`src/rtl/btl_pkg.sv`:
```
package btl_pkg;

    localparam int OFS_W       = 32;
    localparam int ID_W        = 16;
    localparam int WORD_W      = OFS_W + ID_W;
    localparam int ADDR_W      = 24;
    localparam int TBL_BASE    = 256;
    localparam int TBL_ENTRIES = 7;

    typedef struct packed {
        logic [OFS_W-1:0] ofs;
        logic [ID_W-1:0]  id;
    } entry_t;

    typedef enum logic [1:0] {
        ST_IDLE = 2'd0,
        ST_REQ  = 2'd1,
        ST_WAIT = 2'd2
    } state_t;

    function automatic entry_t unpack_entry(input logic [WORD_W-1:0] w);
        entry_t e;
        e.ofs = w[WORD_W-1:ID_W];
        e.id  = w[ID_W-1:0];
        return e;
    endfunction

endpackage

```
`src/rtl/btl_match.sv`:
```
module btl_match
    import btl_pkg::*;
#(
    parameter int P_OFS_W = OFS_W,
    parameter int P_ID_W  = ID_W,
    localparam int L_WORD_W = P_OFS_W + P_ID_W
) (
    input  logic [L_WORD_W-1:0] word,
    input  logic [P_ID_W-1:0]   ref_id,
    output logic                hit,
    output logic [P_OFS_W-1:0]  ofs
);

    entry_t ent;

    always_comb begin
        ent = unpack_entry(word);
        hit = (ent.id == ref_id);
        ofs = ent.ofs;
    end

endmodule

```
`src/rtl/btl_seq.sv`:
```
module btl_seq
    import btl_pkg::*;
#(
    parameter int P_ID_W    = ID_W,
    parameter int P_ADDR_W  = ADDR_W,
    parameter int P_BASE    = TBL_BASE,
    parameter int P_ENTRIES = TBL_ENTRIES,
    localparam int L_IDX_W  = (P_ENTRIES > 1) ? $clog2(P_ENTRIES) : 1
) (
    input  logic                clk,
    input  logic                rst,
    input  logic                start,
    input  logic [P_ID_W-1:0]   local_id,
    input  logic                rd_valid,
    input  logic                hit,
    output logic                rd_req,
    output logic [P_ADDR_W-1:0] rd_addr,
    output logic                busy,
    output logic                accept,
    output logic                hit_stb,
    output logic                miss_stb,
    output logic [P_ID_W-1:0]   id_q
);

    localparam logic [L_IDX_W-1:0] L_LAST = L_IDX_W'(P_ENTRIES - 1);

    state_t             state;
    logic [L_IDX_W-1:0] idx;
    logic               last;

    always_comb begin
        busy     = (state != ST_IDLE);
        rd_req   = (state == ST_REQ);
        rd_addr  = P_ADDR_W'(P_BASE) + P_ADDR_W'(idx);
        accept   = start && (state == ST_IDLE);
        last     = (idx == L_LAST);
        hit_stb  = (state == ST_WAIT) && rd_valid && hit;
        miss_stb = (state == ST_WAIT) && rd_valid && !hit && last;
    end

    always_ff @(posedge clk) begin
        if (rst) begin
            state <= ST_IDLE;
            idx   <= '0;
            id_q  <= '0;
        end else begin
            case (state)
                ST_IDLE: if (start) begin
                    id_q  <= local_id;
                    idx   <= '0;
                    state <= ST_REQ;
                end
                ST_REQ: state <= ST_WAIT;
                ST_WAIT: if (rd_valid) begin
                    if (hit || last) begin
                        state <= ST_IDLE;
                    end else begin
                        idx   <= idx + 1'b1;
                        state <= ST_REQ;
                    end
                end
                default: state <= ST_IDLE;
            endcase
        end
    end

    // a request lasts one cycle
    p_req_pulse_r2: assert property (@(posedge clk) disable iff (rst)
        rd_req |=> !rd_req);

    // requests stay inside the table window
    p_addr_window_r2: assert property (@(posedge clk) disable iff (rst)
        rd_req |-> (rd_addr >= P_ADDR_W'(P_BASE)) &&
                   (rd_addr <  P_ADDR_W'(P_BASE + P_ENTRIES)));

    // an idle start makes the block busy next cycle
    p_start_busy_r6: assert property (@(posedge clk) disable iff (rst)
        (start && !busy) |=> busy);

    // the latched ID does not move during a search
    p_id_hold_r9: assert property (@(posedge clk) disable iff (rst)
        (busy && $past(busy)) |-> $stable(id_q));

endmodule

```
`src/rtl/btl_result.sv`:
```
module btl_result
    import btl_pkg::*;
#(
    parameter int P_OFS_W = OFS_W
) (
    input  logic               clk,
    input  logic               rst,
    input  logic               clr,
    input  logic               hit_stb,
    input  logic               miss_stb,
    input  logic [P_OFS_W-1:0] ofs_in,
    output logic               ofs_valid,
    output logic               not_found,
    output logic [P_OFS_W-1:0] start_ofs
);

    always_ff @(posedge clk) begin
        if (rst || clr) begin
            ofs_valid <= 1'b0;
            not_found <= 1'b0;
            start_ofs <= '0;
        end else if (hit_stb) begin
            ofs_valid <= 1'b1;
            start_ofs <= ofs_in;
        end else if (miss_stb) begin
            not_found <= 1'b1;
        end
    end

    // the two outcome flags exclude each other
    p_flags_excl_r10: assert property (@(posedge clk) disable iff (rst)
        !(ofs_valid && not_found));

    // results hold while nothing new arrives
    p_hold_r6: assert property (@(posedge clk) disable iff (rst)
        (!clr && !hit_stb && !miss_stb) |=>
            $stable(start_ofs) && $stable(ofs_valid) && $stable(not_found));

endmodule

```
`src/rtl/btl_locator.sv`:
```
module btl_locator
    import btl_pkg::*;
#(
    parameter int P_OFS_W   = OFS_W,
    parameter int P_ID_W    = ID_W,
    parameter int P_ADDR_W  = ADDR_W,
    parameter int P_BASE    = TBL_BASE,
    parameter int P_ENTRIES = TBL_ENTRIES,
    localparam int L_WORD_W = P_OFS_W + P_ID_W
) (
    input  logic                clk,
    input  logic                rst,
    input  logic                start,
    input  logic [P_ID_W-1:0]   local_id,
    output logic                rd_req,
    output logic [P_ADDR_W-1:0] rd_addr,
    input  logic                rd_valid,
    input  logic [L_WORD_W-1:0] rd_data,
    output logic                busy,
    output logic                ofs_valid,
    output logic                not_found,
    output logic [P_OFS_W-1:0]  start_ofs
);

    logic              hit, accept, hit_stb, miss_stb;
    logic [P_ID_W-1:0] id_q;
    logic [P_OFS_W-1:0] cand_ofs;

    btl_match #(.P_OFS_W(P_OFS_W), .P_ID_W(P_ID_W)) u_match (
        .word   (rd_data),
        .ref_id (id_q),
        .hit    (hit),
        .ofs    (cand_ofs)
    );

    btl_seq #(
        .P_ID_W(P_ID_W), .P_ADDR_W(P_ADDR_W),
        .P_BASE(P_BASE), .P_ENTRIES(P_ENTRIES)
    ) u_seq (
        .clk      (clk),
        .rst      (rst),
        .start    (start),
        .local_id (local_id),
        .rd_valid (rd_valid),
        .hit      (hit),
        .rd_req   (rd_req),
        .rd_addr  (rd_addr),
        .busy     (busy),
        .accept   (accept),
        .hit_stb  (hit_stb),
        .miss_stb (miss_stb),
        .id_q     (id_q)
    );

    btl_result #(.P_OFS_W(P_OFS_W)) u_result (
        .clk       (clk),
        .rst       (rst),
        .clr       (accept),
        .hit_stb   (hit_stb),
        .miss_stb  (miss_stb),
        .ofs_in    (cand_ofs),
        .ofs_valid (ofs_valid),
        .not_found (not_found),
        .start_ofs (start_ofs)
    );

    // no outcome is shown while searching
    p_quiet_busy_r10: assert property (@(posedge clk) disable iff (rst)
        busy |-> (!ofs_valid && !not_found));

endmodule

```
`config.mk`:
```
export PLATFORM = sky130hd
export DESIGN_NAME = btl_locator
export DESIGN_NICKNAME = d
export VERILOG_FILES = /design/src/rtl/btl_pkg.sv /design/src/rtl/btl_match.sv /design/src/rtl/btl_seq.sv /design/src/rtl/btl_result.sv /design/src/rtl/btl_locator.sv
export SDC_FILE = /design/constraint.sdc
export NUM_CORES = 1
export LEC_CHECK = 0
export BUFFER_PORTS_ARGS = -buffer_cell sky130_fd_sc_hd__buf_2
export CORE_MARGIN = 4
export CORE_UTILIZATION = 30
export DETAILED_ROUTE_END_ITERATION = 16
export SYNTH_ARGS = -nofsm -noshare
export SYNTH_HDL_FRONTEND = slang
export SYNTH_SLANG_ARGS = --single-unit
```
`constraint.sdc`:
```
create_clock -name clk -period 2.04 [get_ports clk]
set_clock_uncertainty 0.1 [all_clocks]
set_input_delay 0.204 -clock clk [delete_from_list [all_inputs] [get_ports clk]]
set_output_delay 0.204 -clock clk [all_outputs]
set_load 0.01 [all_outputs]
```
; ---- After elaboration in Yosys (flattened, before gate mapping)
; Cells that the tools add are included.
[word_totals]
regBits = 55
in_bits = 68
[classes]
n_addsub = 2
eq_ne = 7
mux = 8
n_bitwise = 1
reduce_logical = 15
[ops]
columns = cell, count
row1 = $eq 16x16->1, 1
row2 = $add 9x3->10 const A, 1
row3 = $mux 3, 3
row4 = $ne 2x2->1 const B, 3
row5 = $pmux 2 s3, 1
row6 = $pmux 3 s2, 1
row7 = $reduce_and 2->1, 3
row8 = $logic_and 1x1->1, 5
row9 = $mux 2, 2
row10 = $reduce_and 4->1, 1
row11 = $reduce_bool 2->1, 2
row12 = $add 3x1->3 const B, 1
row13 = $eq 3x3->1 const B, 1
row14 = $eq 2x1->1 const B, 1
row15 = $eq 2x2->1 const B, 1
row16 = $logic_not 2->1, 1
row17 = $logic_or 1x1->1, 2
row18 = $logic_not 1->1, 1
row19 = $mux 1, 1
row20 = $not 1->1, 1

; ---- Depth between registers and ports, before layout
[logic_depth]
depth_word = 5
depth_mapped = 7
ltp_nobuf = 7

; ---- Hierarchy
; Synthesis repeated with hierarchy kept, for this count alone.
[hier_totals]
cells_unflattened = 292
hier_area_um2 = 2718.9
[modules_own_cells]
columns = mod, n_inst, cells_each, area_per_inst_um2, seq_area_each_um2
row1 = btl_result, 1, 112, 1247.4, 680.7
row2 = btl_seq, 1, 127, 1053.5, 420.4
row3 = btl_match, 1, 53, 417.9, 0.0

; ---- Worst setup path after synthesis
; Ideal clock, no wire load.
[synth_timing]
path_kind = register to register
startpoint = register u_seq.idx[0]
endpoint = register u_seq.idx[1]
setup_ps = 74
t_arrival_ps = 1587
required_ps = 1866
path_slack_ps = 279
path_stages_with_launch = 8
path_cell_list = dfxtp_1 -> inv_1 -> ha_1 -> nand2_1 -> nand3_1 -> a21o_1 -> or4b_1 -> a31oi_1
[synth_between]
elab_chain_cells = 4
[synth_lines]
columns = element, line_no
row1 = "start, declared", btl_seq.sv:28  ; logic [L_IDX_W-1:0] idx;
row2 = "start signal, assigned", btl_seq.sv:58  ; idx <= idx + 1'b1;
row3 = $add 3x1->3 or $eq 3x3->1 (tied branches), "btl_seq.sv:58, btl_seq.sv:36"
row4 = $mux 3 or $logic_or 1x1->1 (tied branches), btl_seq.sv:55  ; if (hit || last) begin
row5 = $mux 3 or $ne 2x2->1 (tied branches), n/a
row6 = $pmux 3 s2 or $reduce_and 4->1 (tied branches), n/a
; Several ways; a longest one is shown, not always the timed one. The select of a mux whose other input is x is not followed.
; A chain may end at the register's enable or synchronous reset.

; ---- Worst setup path after layout
[layout_timing]
startpoint = register u_seq.id_q[1]
endpoint = register u_seq.idx[1]
[layout_between]
elab_chain_cells = 4
[layout_lines]
columns = element, line_no
row1 = "start, declared", btl_seq.sv:22  ; output logic [P_ID_W-1:0] id_q
row2 = "start signal, assigned", btl_seq.sv:49  ; id_q <= local_id;
row3 = $eq 16x16->1, btl_match.sv:18  ; hit = (ent.id == ref_id);
row4 = $logic_or 1x1->1, btl_seq.sv:55
row5 = $ne 2x2->1 (no source line), n/a
row6 = $reduce_and 4->1 (no source line), n/a
; Every way passes these cells.

==> reports/summary.txt <==
final instance area: 0.00317 mm²
io pins: 128
RR Startpoint: u_seq.id_q[1]
RSZ-0062 raised after global routing: false
Storage cell area: 0.00110 mm²
FF-to-FF setup slack: 0.12 ns
max frequency: 520 MHz
Mapped Area: 0.00253 mm²
Num CTS Buffers: 5
Final Wtd Congestion: 0.779
H-Tree Depth: 2
clock latency on the worst-skew pair: 0.30 ns
Post-CTS Setup Bufs: 0
Worst Tran Pin Value: 0.553 ns
Initial Util: 30.8%
vias in the first global route: 2235
Crit. Startpoint: u_seq.id_q[1]
Hold Crit Depth: 3
placed inst area: 0.00308 mm²
largest net degree at the start of global routing: 34
Avg Cell Area, Syn: 8.39 µm²
die width: 99.9 µm
layout cells sized above 1: 31.5%
Post-Place Worst Slack: 0.121 ns
crit-path cells: xor2_1 -> nor4_1 -> buf_4 -> and4_1 -> buf_4 -> or4b_1 -> a31oi_1
synth warn: 0
PortBufs: 106
area occupied by multi-input gates: 0.00122 mm²
Critical R2R Capture: u_seq.idx[1]
Core Area: 0.00822 mm²
DRT iter0 DRCs: 79
EDFF count, synth: 0
initial antenna violation count: 0
Leak: 1.43 nW
area leader, netlist: dfxtp_1
first-pass GRT wire length: 10600 µm
fin. max-slew vios: 0
post-route ant nets: 0
Synth Register Bits: 55
post-synthesis cell type count: 31
clock sink total: 55
routed vias: 2334
post-synthesis sequential area ratio: 43.5%
number of buffers inserted by hold repair at cts: 0
CP most frequent cell: buf_4
wire per inst: 13.1 µm
crit path capture type: register
top post-synthesis cells by area: dfxtp_1 43%, a21boi_1 8.6%, nand3_1 6.5%
remaining global-route overflow: 0
wirelength, routed: 6650 µm
Power Density: 622 mW/mm²
clk buf depth: 2
Residual DRC: 0
DRT Pass-1 Iters: 4
crit path launch type: register
Post-synth top flop: dfxtp_1
critical path's slowest cell: or4b_1
ant diodes: 0
WHS: 0.0251 ns
total negative slack: 0 ns
dpl hpwl: 4800 µm
worst r2r path cells: 7
Max-cap violations: 0
number of gates resized after cts: 0
WP data required: 2.17 ns
post-route minimum period: 1.92 ns
CP max stage delay: 0.51 ns
Hold Crit Class: in -> reg
TritonCTS clock tree: built
top-count cell post-synth: dfxtp_1
Filler Cells Inserted: 872
crit path max fanout: 5
post-synth top area share: 43.5%
Std-Cell Rows: 33
kind of critical path: reg -> reg
Area Overhead vs Synth: 25.1%
Die Ht: 99.9 µm
Worst Setup Slack, final: 0.115 ns
Total Nets Final: 472
worst setup path end: u_seq.idx[1]
Worst slew margin: 63.1%
list of most frequent post-synthesis cells: 55 x dfxtp_1, 38 x nand2_1, 33 x nand3_1, 32 x o21ai_0, 29 x a21boi_1
Post-synth ARST share: 0%
status: complete, no violations
Global Route Usage Sum: 13.0%
CTS clock-pin slew for the worst setup and hold paths: 0.10 ns
via density per instance: 4.59
Synth Instances: 302
final hold vios: 0
crit path DAT: 2.05 ns
area of the die: 0.00998 mm²
CTS root buffer: clkbuf_8
Final setup viols: 0
Worst VDD drop: 320 µV
post-route clock period utilization: 94.3%
metrics by stage:
step / instances / util, % / power (mW)
floorplan: 321 / - / 1.30
global placement: 500 / 37.5 / 1.39
detailed placement: 500 / 37.5 / 1.39
CTS: 508 / 38.6 / 2.01
global route: 508 / 38.6 / 2.08
finish: 508 / 38.6 / 1.97
flip-flops by register name, indices dropped and copies added (netlist names):
signal and count:
u_seq.id_q 16, u_result.not_found 1, u_result.start_ofs 32, u_seq.state 2, u_seq.idx 3, u_result.ofs_valid 1
layout make-up:
class / count / area share (%)
Clock buffer: 5 / 2.17
Clock inverter: 3 / 0.592
Inverter: 4 / 0.474
Multi-Input combinational cell: 219 / 38.5
Sequential cell: 55 / 34.8
Tap cell: 105 / 4.15
Timing Repair Buffer: 117 / 19.4
power by group:
| group | switching, mW | total, mW | internal (mW) | leakage (nW) |
|---|---|---|---|---|
| Combinational | 0.137 | 0.248 | 0.111 | 0.933 |
| Clock | 0.366 | 0.609 | 0.243 | 0.0483 |
| Sequential | 0.0164 | 1.11 | 1.10 | 0.446 |
worst max-delay path, delay by kind of cell (launching register included):
kind | cells | cell delay [ns]
XOR/XNOR | 1 | 0.15
AO/OA/AOI/OAI | 1 | 0.18
flip-flops | 1 | 0.36
buffers and inverters | 2 | 0.28
AND/OR/NAND/NOR | 3 | 0.78
worst min path at each step:
stage,start,endpoint
after floorplan,rst,u_seq.state[0]
after global placement,u_result.not_found,u_result.not_found
after detailed placement,local_id[5],u_seq.id_q[5]
after CTS,local_id[5],u_seq.id_q[5]
after global routing,local_id[5],u_seq.id_q[5]
final,local_id[14],u_seq.id_q[14]
cells by family after synthesis:
logic type | share of synthesized area (%)
AO/OA/AOI/OAI | 21.1
XOR/XNOR | 5.53
adder cells (fa/ha/maj) | 0.988
buffers and inverters | 11.3
flip-flops | 43.5
other | 0.297
AND/OR/NAND/NOR | 17.3
per-layer routing:
metal  wire length, µm  share of wire [%]  up-vias  track usage, %
met5                 0                  0        -               0
met4                51               0.77        0            2.52
met3               635                9.6        6            4.66
met2              2970                 45       86            20.4
met1              2990                 45     1055            17.2
li1                  -                  -     1187               -
cell usage in the layout, fill, tap and decap left out, types with 2 or more instances in the layout:
cell,n
o21ai_0,32
nor3_1,3
buf_2,106
nor2_1,2
a21oi_1,19
buf_4,11
nand3_1,33
nor4_1,4
ha_1,2
conb_1,21
xor2_1,16
o32ai_1,2
dfxtp_1,55
a21boi_1,29
nor2b_1,2
and2_1,2
clkinv_2,2
clkbuf_8,5
nand2_1,38
inv_1,4
a21boi_0,3
Power figures use the tool's default switching activity.
